==> src/rtl/flash_status_gen.sv <==
module flash_status_gen #(
  parameter int NSEC = 8,
  parameter int AW = 20,
  parameter int WIN_CYC = 5000,
  parameter logic [15:0] DATA_PH = 16'hFFFF
) (
  input  logic            clk,
  input  logic            rst_n,
  input  logic            rd_stb,
  input  logic [AW-1:0]   rd_addr,
  input  logic [2:0]      mode,
  input  logic [NSEC-1:0] sec_mask,
  input  logic            limit_evt,
  input  logic            rst_cmd,
  output logic [15:0]     dout
);
  localparam int SW = (NSEC > 1) ? $clog2(NSEC) : 1;
  localparam int CW = $clog2(WIN_CYC + 1);
  localparam logic [AW-1:0] SEC_WORDS = AW'(2 ** (AW - SW));
  localparam logic [2:0] M_IDLE = 3'd0, M_PROG = 3'd1, M_SERA = 3'd2,
                         M_CERA = 3'd3, M_SUSP = 3'd4, M_SPRG = 3'd5;

  logic [2:0]      cur, force_mode, held;
  logic            force_en, fail_q, armed, tog_dev, tog_sec;
  logic [NSEC-1:0] sel_q, sel_eff;
  logic [CW-1:0]   win;
  logic [SW-1:0]   sec_idx;
  logic            busy, erase_ctx, sec_hit, show, timer_on, mask_new;
  logic [7:0]      lane;

  assign cur       = force_en ? force_mode : mode;
  assign busy      = (cur == M_PROG) || (cur == M_SERA) || (cur == M_CERA) || (cur == M_SPRG);
  assign erase_ctx = (cur == M_SERA) || (cur == M_CERA) || (cur == M_SUSP) || (cur == M_SPRG);
  assign sec_idx   = SW'(rd_addr / SEC_WORDS);
  assign sel_eff   = armed ? sel_q : sec_mask;
  assign sec_hit   = (cur == M_CERA) || sel_eff[sec_idx];
  assign mask_new  = |(sec_mask & ~sel_q);
  assign timer_on  = (cur == M_CERA) || (cur == M_SERA && armed && win == '0);
  assign show      = busy || (cur == M_SUSP && sec_hit);
  assign lane      = {1'b0, tog_dev, fail_q, 1'b0, timer_on, tog_sec, 2'b00};
  assign dout      = show ? {lane, lane} : DATA_PH;

  always_ff @(posedge clk or negedge rst_n) begin
    if (!rst_n) begin
      tog_dev <= 1'b0;
      tog_sec <= 1'b0;
    end else if (rd_stb) begin
      if (busy) tog_dev <= ~tog_dev;
      if (erase_ctx && sec_hit) tog_sec <= ~tog_sec;
    end
  end

  always_ff @(posedge clk or negedge rst_n) begin
    if (!rst_n) begin
      armed <= 1'b0;
      sel_q <= '0;
      win   <= '0;
    end else if (cur == M_SERA) begin
      if (!armed) begin
        armed <= 1'b1;
        sel_q <= sec_mask;
        win   <= CW'(WIN_CYC);
      end else if (win != '0) begin
        if (mask_new) begin
          sel_q <= sel_q | sec_mask;
          win   <= CW'(WIN_CYC);
        end else begin
          win <= win - CW'(1);
        end
      end
    end else if (!erase_ctx) begin
      armed <= 1'b0;
      sel_q <= '0;
      win   <= '0;
    end
  end

  always_ff @(posedge clk or negedge rst_n) begin
    if (!rst_n) begin
      fail_q     <= 1'b0;
      force_en   <= 1'b0;
      force_mode <= M_IDLE;
      held       <= M_IDLE;
    end else begin
      if (force_en && mode != held) force_en <= 1'b0;
      if (rst_cmd && fail_q) begin
        fail_q     <= 1'b0;
        force_en   <= 1'b1;
        force_mode <= (cur == M_SPRG) ? M_SUSP : M_IDLE;
        held       <= mode;
      end else if (limit_evt && busy) begin
        fail_q <= 1'b1;
      end
    end
  end
endmodule


==> config.mk <==
export PLATFORM = sky130hd
export DESIGN_NAME = flash_status_gen
export DESIGN_NICKNAME = d
export VERILOG_FILES = /design/src/rtl/flash_status_gen.sv
export SDC_FILE = /design/constraint.sdc
export NUM_CORES = 1
export LEC_CHECK = 0
export CAP_MARGIN = 20
export CORE_MARGIN = 1.5
export CORE_UTILIZATION = 43
export DETAILED_ROUTE_END_ITERATION = 8
export PLACE_DENSITY = 0.75
export SYNTH_ARGS = -nofsm -noshare
export SYNTH_HDL_FRONTEND = slang
export SYNTH_SLANG_ARGS = --single-unit
==> constraint.sdc <==
create_clock -name clk -period 2.1 [get_ports clk]
set_input_delay 0.315 -clock clk [delete_from_list [all_inputs] [get_ports clk]]
set_output_delay 0.315 -clock clk [all_outputs]
set_load 0.1 [all_outputs]
==> flow_summary.json <==
{
  "run_status": "finished, violations left",
  "failed_checks": "negative setup slack",
  "clockPowerShare_pct": 22.5,
  "worst-path-max-fanout": 8,
  "rsz0062_at_grt": "yes",
  "per_cell_routed_wire_length_um": 15.29,
  "pin_count_of_the_biggest_net_entering_global_routing": 31,
  "critPathMostFrequentCell": "sky130_fd_sc_hd__buf_12",
  "area_growth_syn_to_layout_pct": 50.63,
  "synth_cell_type_count": 49,
  "netlist_top_cells_count": "sky130_fd_sc_hd__dfrtp_1 (30), sky130_fd_sc_hd__nand2_1 (17), sky130_fd_sc_hd__buf_4 (12)",
  "first_global_vias": 1712,
  "worstPathBufferInverterCount": 2,
  "placed_cell_area_mm2": 0.002646,
  "numPlacedInstances": 287,
  "critical_path_depth": 6,
  "drive_gt1_share_pct": 37.75,
  "drtAntennaViolNets": 0,
  "routed_vias": 1687,
  "dp_hpwl_um": 3315,
  "rows": 23,
  "ffs_latches_synth": 30,
  "global_route.overflow_total": 0,
  "synth.top_cell.area_share_pct": 39.87,
  "max_stage_delay_ns": 0.42,
  "port_buffers": 34,
  "worst_path_dominant_cell_family": "compound AO/OA/AOI/OAI gates",
  "fin_skew_ns": 0.001889,
  "hold_buffers": 0,
  "syn-cell-area_mm2": 0.001883,
  "clkSinkCount": 30,
  "drt_iter0_drc": 101,
  "cts-htree-levels": 2,
  "drcViolationCount": 0,
  "final.setup.worst_slack_ns": -0.2971,
  "synth.area.top_cells": "sky130_fd_sc_hd__dfrtp_1 (40%), sky130_fd_sc_hd__buf_4 (4.8%), sky130_fd_sc_hd__a22o_1 (3.7%)",
  "worstRegToRegCells": 9,
  "tritoncts": "built",
  "power-per-cell-area_mw_per_mm2": 857.2,
  "grt_use_total_pct": 19.01,
  "timing.critical_path.required_ns": 1.78,
  "startpoint": "armed",
  "floorplan.die_area_mm2": 0.004785,
  "max_cap_violations": 0,
  "worst_skew_pair.late_latency_ns": 0.28,
  "period_minus_slack_ns": 2.397,
  "yosys.area.top_type": "sky130_fd_sc_hd__dfrtp_1",
  "clockRootBuffer": "sky130_fd_sc_hd__clkbuf_8",
  "startpoint_type": "flip-flop",
  "rr_startpoint": "win[1]",
  "synthFlopType": "sky130_fd_sc_hd__dfrtp_1",
  "synth_cells": 184,
  "peak_supply_drop_mv": 0.4402,
  "num-nets-final": 286,
  "switching_power_mw": 0.9725,
  "critical-path-slowest-cell": "sky130_fd_sc_hd__dfrtp_2",
  "timing.final.crit_share_pct": 114.1,
  "critical_path.reg2reg.endpoint": "win[10]",
  "postSynth.asyncResetShare_pct": 100.0,
  "die_height_um": 69.18,
  "synth-edff-count": 0,
  "synth.yosys.warnings": 0,
  "max_freq_mhz": 417.2,
  "post-route-util_pct": 68.93,
  "floorplan.initialDensity_pct": 45.76,
  "num_antenna_cells": 0,
  "postLayoutCellArea_mm2": 0.002836,
  "io_pins": 52,
  "cts-buffers-inserted": 5,
  "slew_viol_final": 0,
  "cts_buffer_depth": 2,
  "sequentialPowerShare_pct": 29.2,
  "synth_sequential_area_ratio_pct": 39.87,
  "wirelength_um": 4572,
  "max-slew-margin-rel_pct": 73.72,
  "clkTransAtPathRegs_ns": 0.06,
  "critical_path.cell_chain": "mux2_2 > a221oi_2 > a22oi_2 > a21oi_4 > buf_12 > buf_12",
  "setup.worst_path.end_class": "output port",
  "syn-num-nets": 222,
  "critical_path_arrival_ns": 2.08,
  "drt_pre_antenna_iters": 4,
  "finalNonFillerCells": 299,
  "worst_pin_slew_ns": 0.3943,
  "die_w_um": 69.18,
  "worst_hold_path_type": "in -> reg",
  "gp_routability_congestion": 0.8487,
  "power.internal_mw": 1.459,
  "grt_antenna_before_repair": 0,
  "synth_area_per_cell_um2": 10.23,
  "report.final.hold_viol_count": 0,
  "timing.final.setup_violations": 16,
  "critPathCapture": "dout[15]",
  "drt-vias-per-instance": 5.642,
  "total_power_mw": 2.431,
  "grt_first_pass_wirelength_um": 7458,
  "fp.coreArea_mm2": 0.004115,
  "p_leak_nw": 1.299,
  "synth.most_common_cell": "sky130_fd_sc_hd__dfrtp_1",
  "setup.worst_path.class": "reg -> out",
  "r2r_slack_ns": 0.07,
  "p_sw_share_pct": 40.00,
  "p_comb_share_pct": 48.4
}
-- worst reg2reg max path, cell delays in order, from the launching register on --
cell and delay, ns:
sky130_fd_sc_hd__dfrtp_1 0.43, sky130_fd_sc_hd__inv_1 0.10, sky130_fd_sc_hd__ha_1 0.14, sky130_fd_sc_hd__nor4b_2 0.19, sky130_fd_sc_hd__nand4_1 0.17, sky130_fd_sc_hd__buf_4 0.19, sky130_fd_sc_hd__a21boi_4 0.28, sky130_fd_sc_hd__buf_6 0.15
sky130_fd_sc_hd__o2bb2a_1 0.20, sky130_fd_sc_hd__o31ai_1 0.08
-- sequential cells by signal (all words and copies together) (netlist names) --
signal      count
win            13
held            3
armed           1
sel_q           8
fail_q          1
tog_dev         1
tog_sec         1
force_en        1
force_mode      1
-- kinds of logic after synthesis --
kind of cell               after synthesis  share of synthesized area [%]
AOI/OAI and AO/OA                       50                          21.26
xor gates and xnor gates                 6                          2.791
adders and majority gates                2                          1.329
buffers and inverters                   26                          7.774
DFF                                     30                          39.87
muxes                                    9                          7.043
and+or+nand+nor                         61                          19.93
-- metrics by stage --
stage	TNS, ns	hold slack [ns]	worst slack, ns
4_1_cts	-5.236	0.4284	-0.3350
6_report	-4.614	0.4031	-0.2971
5_1_grt	-6.047	0.4268	-0.3754
3_5_place_dp	-12.53	0.4633	-0.5298
2_1_floorplan	-8.869	0.01941	-0.7828
3_3_place_gp	-11.20	0.4598	-0.4851
-- worst min-delay path by stage --
stage | from | to | slack [ns] | cells after the start
floorplan | rst_n | armed | 0.02 | 0
global placement | force_mode[2] | force_mode[2] | 0.46 | 2
detailed placement | tog_dev | tog_dev | 0.46 | 1
CTS | rst_n | win[4] | 0.43 | 2
global route | sec_mask[4] | sel_q[4] | 0.43 | 3
finish | sec_mask[4] | sel_q[4] | 0.40 | 3
-- final cells by class --
| cell class | count | area (µm²) |
|---|---|---|
| clock buffers | 8 | 110.1 |
| fillers | 295 | 1279 |
| inverters | 11 | 41.29 |
| multi-input cells | 128 | 1064 |
| flip-flops and latches | 30 | 753.2 |
| well taps | 50 | 62.56 |
| repair buffers | 72 | 805.8 |
-- metal layers --
| layer | global-route usage [%] | part of all wire, % | vias up |
|---|---|---|---|
| li1 | - | - | 804 |
| met1 | 21.91 | 40 | 818 |
| met2 | 33.87 | 54 | 58 |
| met3 | 4.070 | 4.9 | 7 |
| met4 | 8.061 | 1.3 | 0 |
| met5 | 0 | 0 | - |
-- layout by cell type, fill, tap and decap left out, types with 3 or more instances in the layout --
cell type	n
sky130_fd_sc_hd__inv_1	11
sky130_fd_sc_hd__o221a_1	4
sky130_fd_sc_hd__nor2_1	6
sky130_fd_sc_hd__buf_12	17
sky130_fd_sc_hd__nand2_1	17
sky130_fd_sc_hd__o31ai_1	4
sky130_fd_sc_hd__nor2b_1	4
sky130_fd_sc_hd__nand3_1	3
sky130_fd_sc_hd__clkdlybuf4s50_1	12
sky130_fd_sc_hd__a21oi_1	7
sky130_fd_sc_hd__o21ai_1	3
sky130_fd_sc_hd__xnor2_1	6
sky130_fd_sc_hd__nand4_1	3
sky130_fd_sc_hd__mux2_2	3
sky130_fd_sc_hd__nand2b_1	3
sky130_fd_sc_hd__a22o_1	8
sky130_fd_sc_hd__dlygate4sd2_1	4
sky130_fd_sc_hd__or2_4	3
sky130_fd_sc_hd__clkbuf_8	8
sky130_fd_sc_hd__mux4_2	3
sky130_fd_sc_hd__nor3_1	4
sky130_fd_sc_hd__or4_1	3
sky130_fd_sc_hd__buf_4	35
sky130_fd_sc_hd__dfrtp_1	28
-- power by group through the flow --
stage / registers, mW / logic [mW] / clock network [mW]
CTS: 0.708 / 1.16 / 0.560
detailed placement: 0.716 / 1.16 / 0
finish: 0.709 / 1.18 / 0.546
global placement: 0.714 / 1.14 / 0
global route: 0.718 / 1.23 / 0.591
floorplan: 0.697 / 0.826 / 0
-- what timing repair did --
| item | 4_1_cts | 5_1_grt |
|---|---|---|
| pin swaps | 2 | 7 |
| setup endpoints to repair | 16 | 34 |
| gates resized for setup | 6 | 13 |
| gates cloned | 0 | 0 |
| hold endpoints to repair | 0 | 0 |
| setup buffers | 0 | 4 |
(Power assumes the default switching activity.)
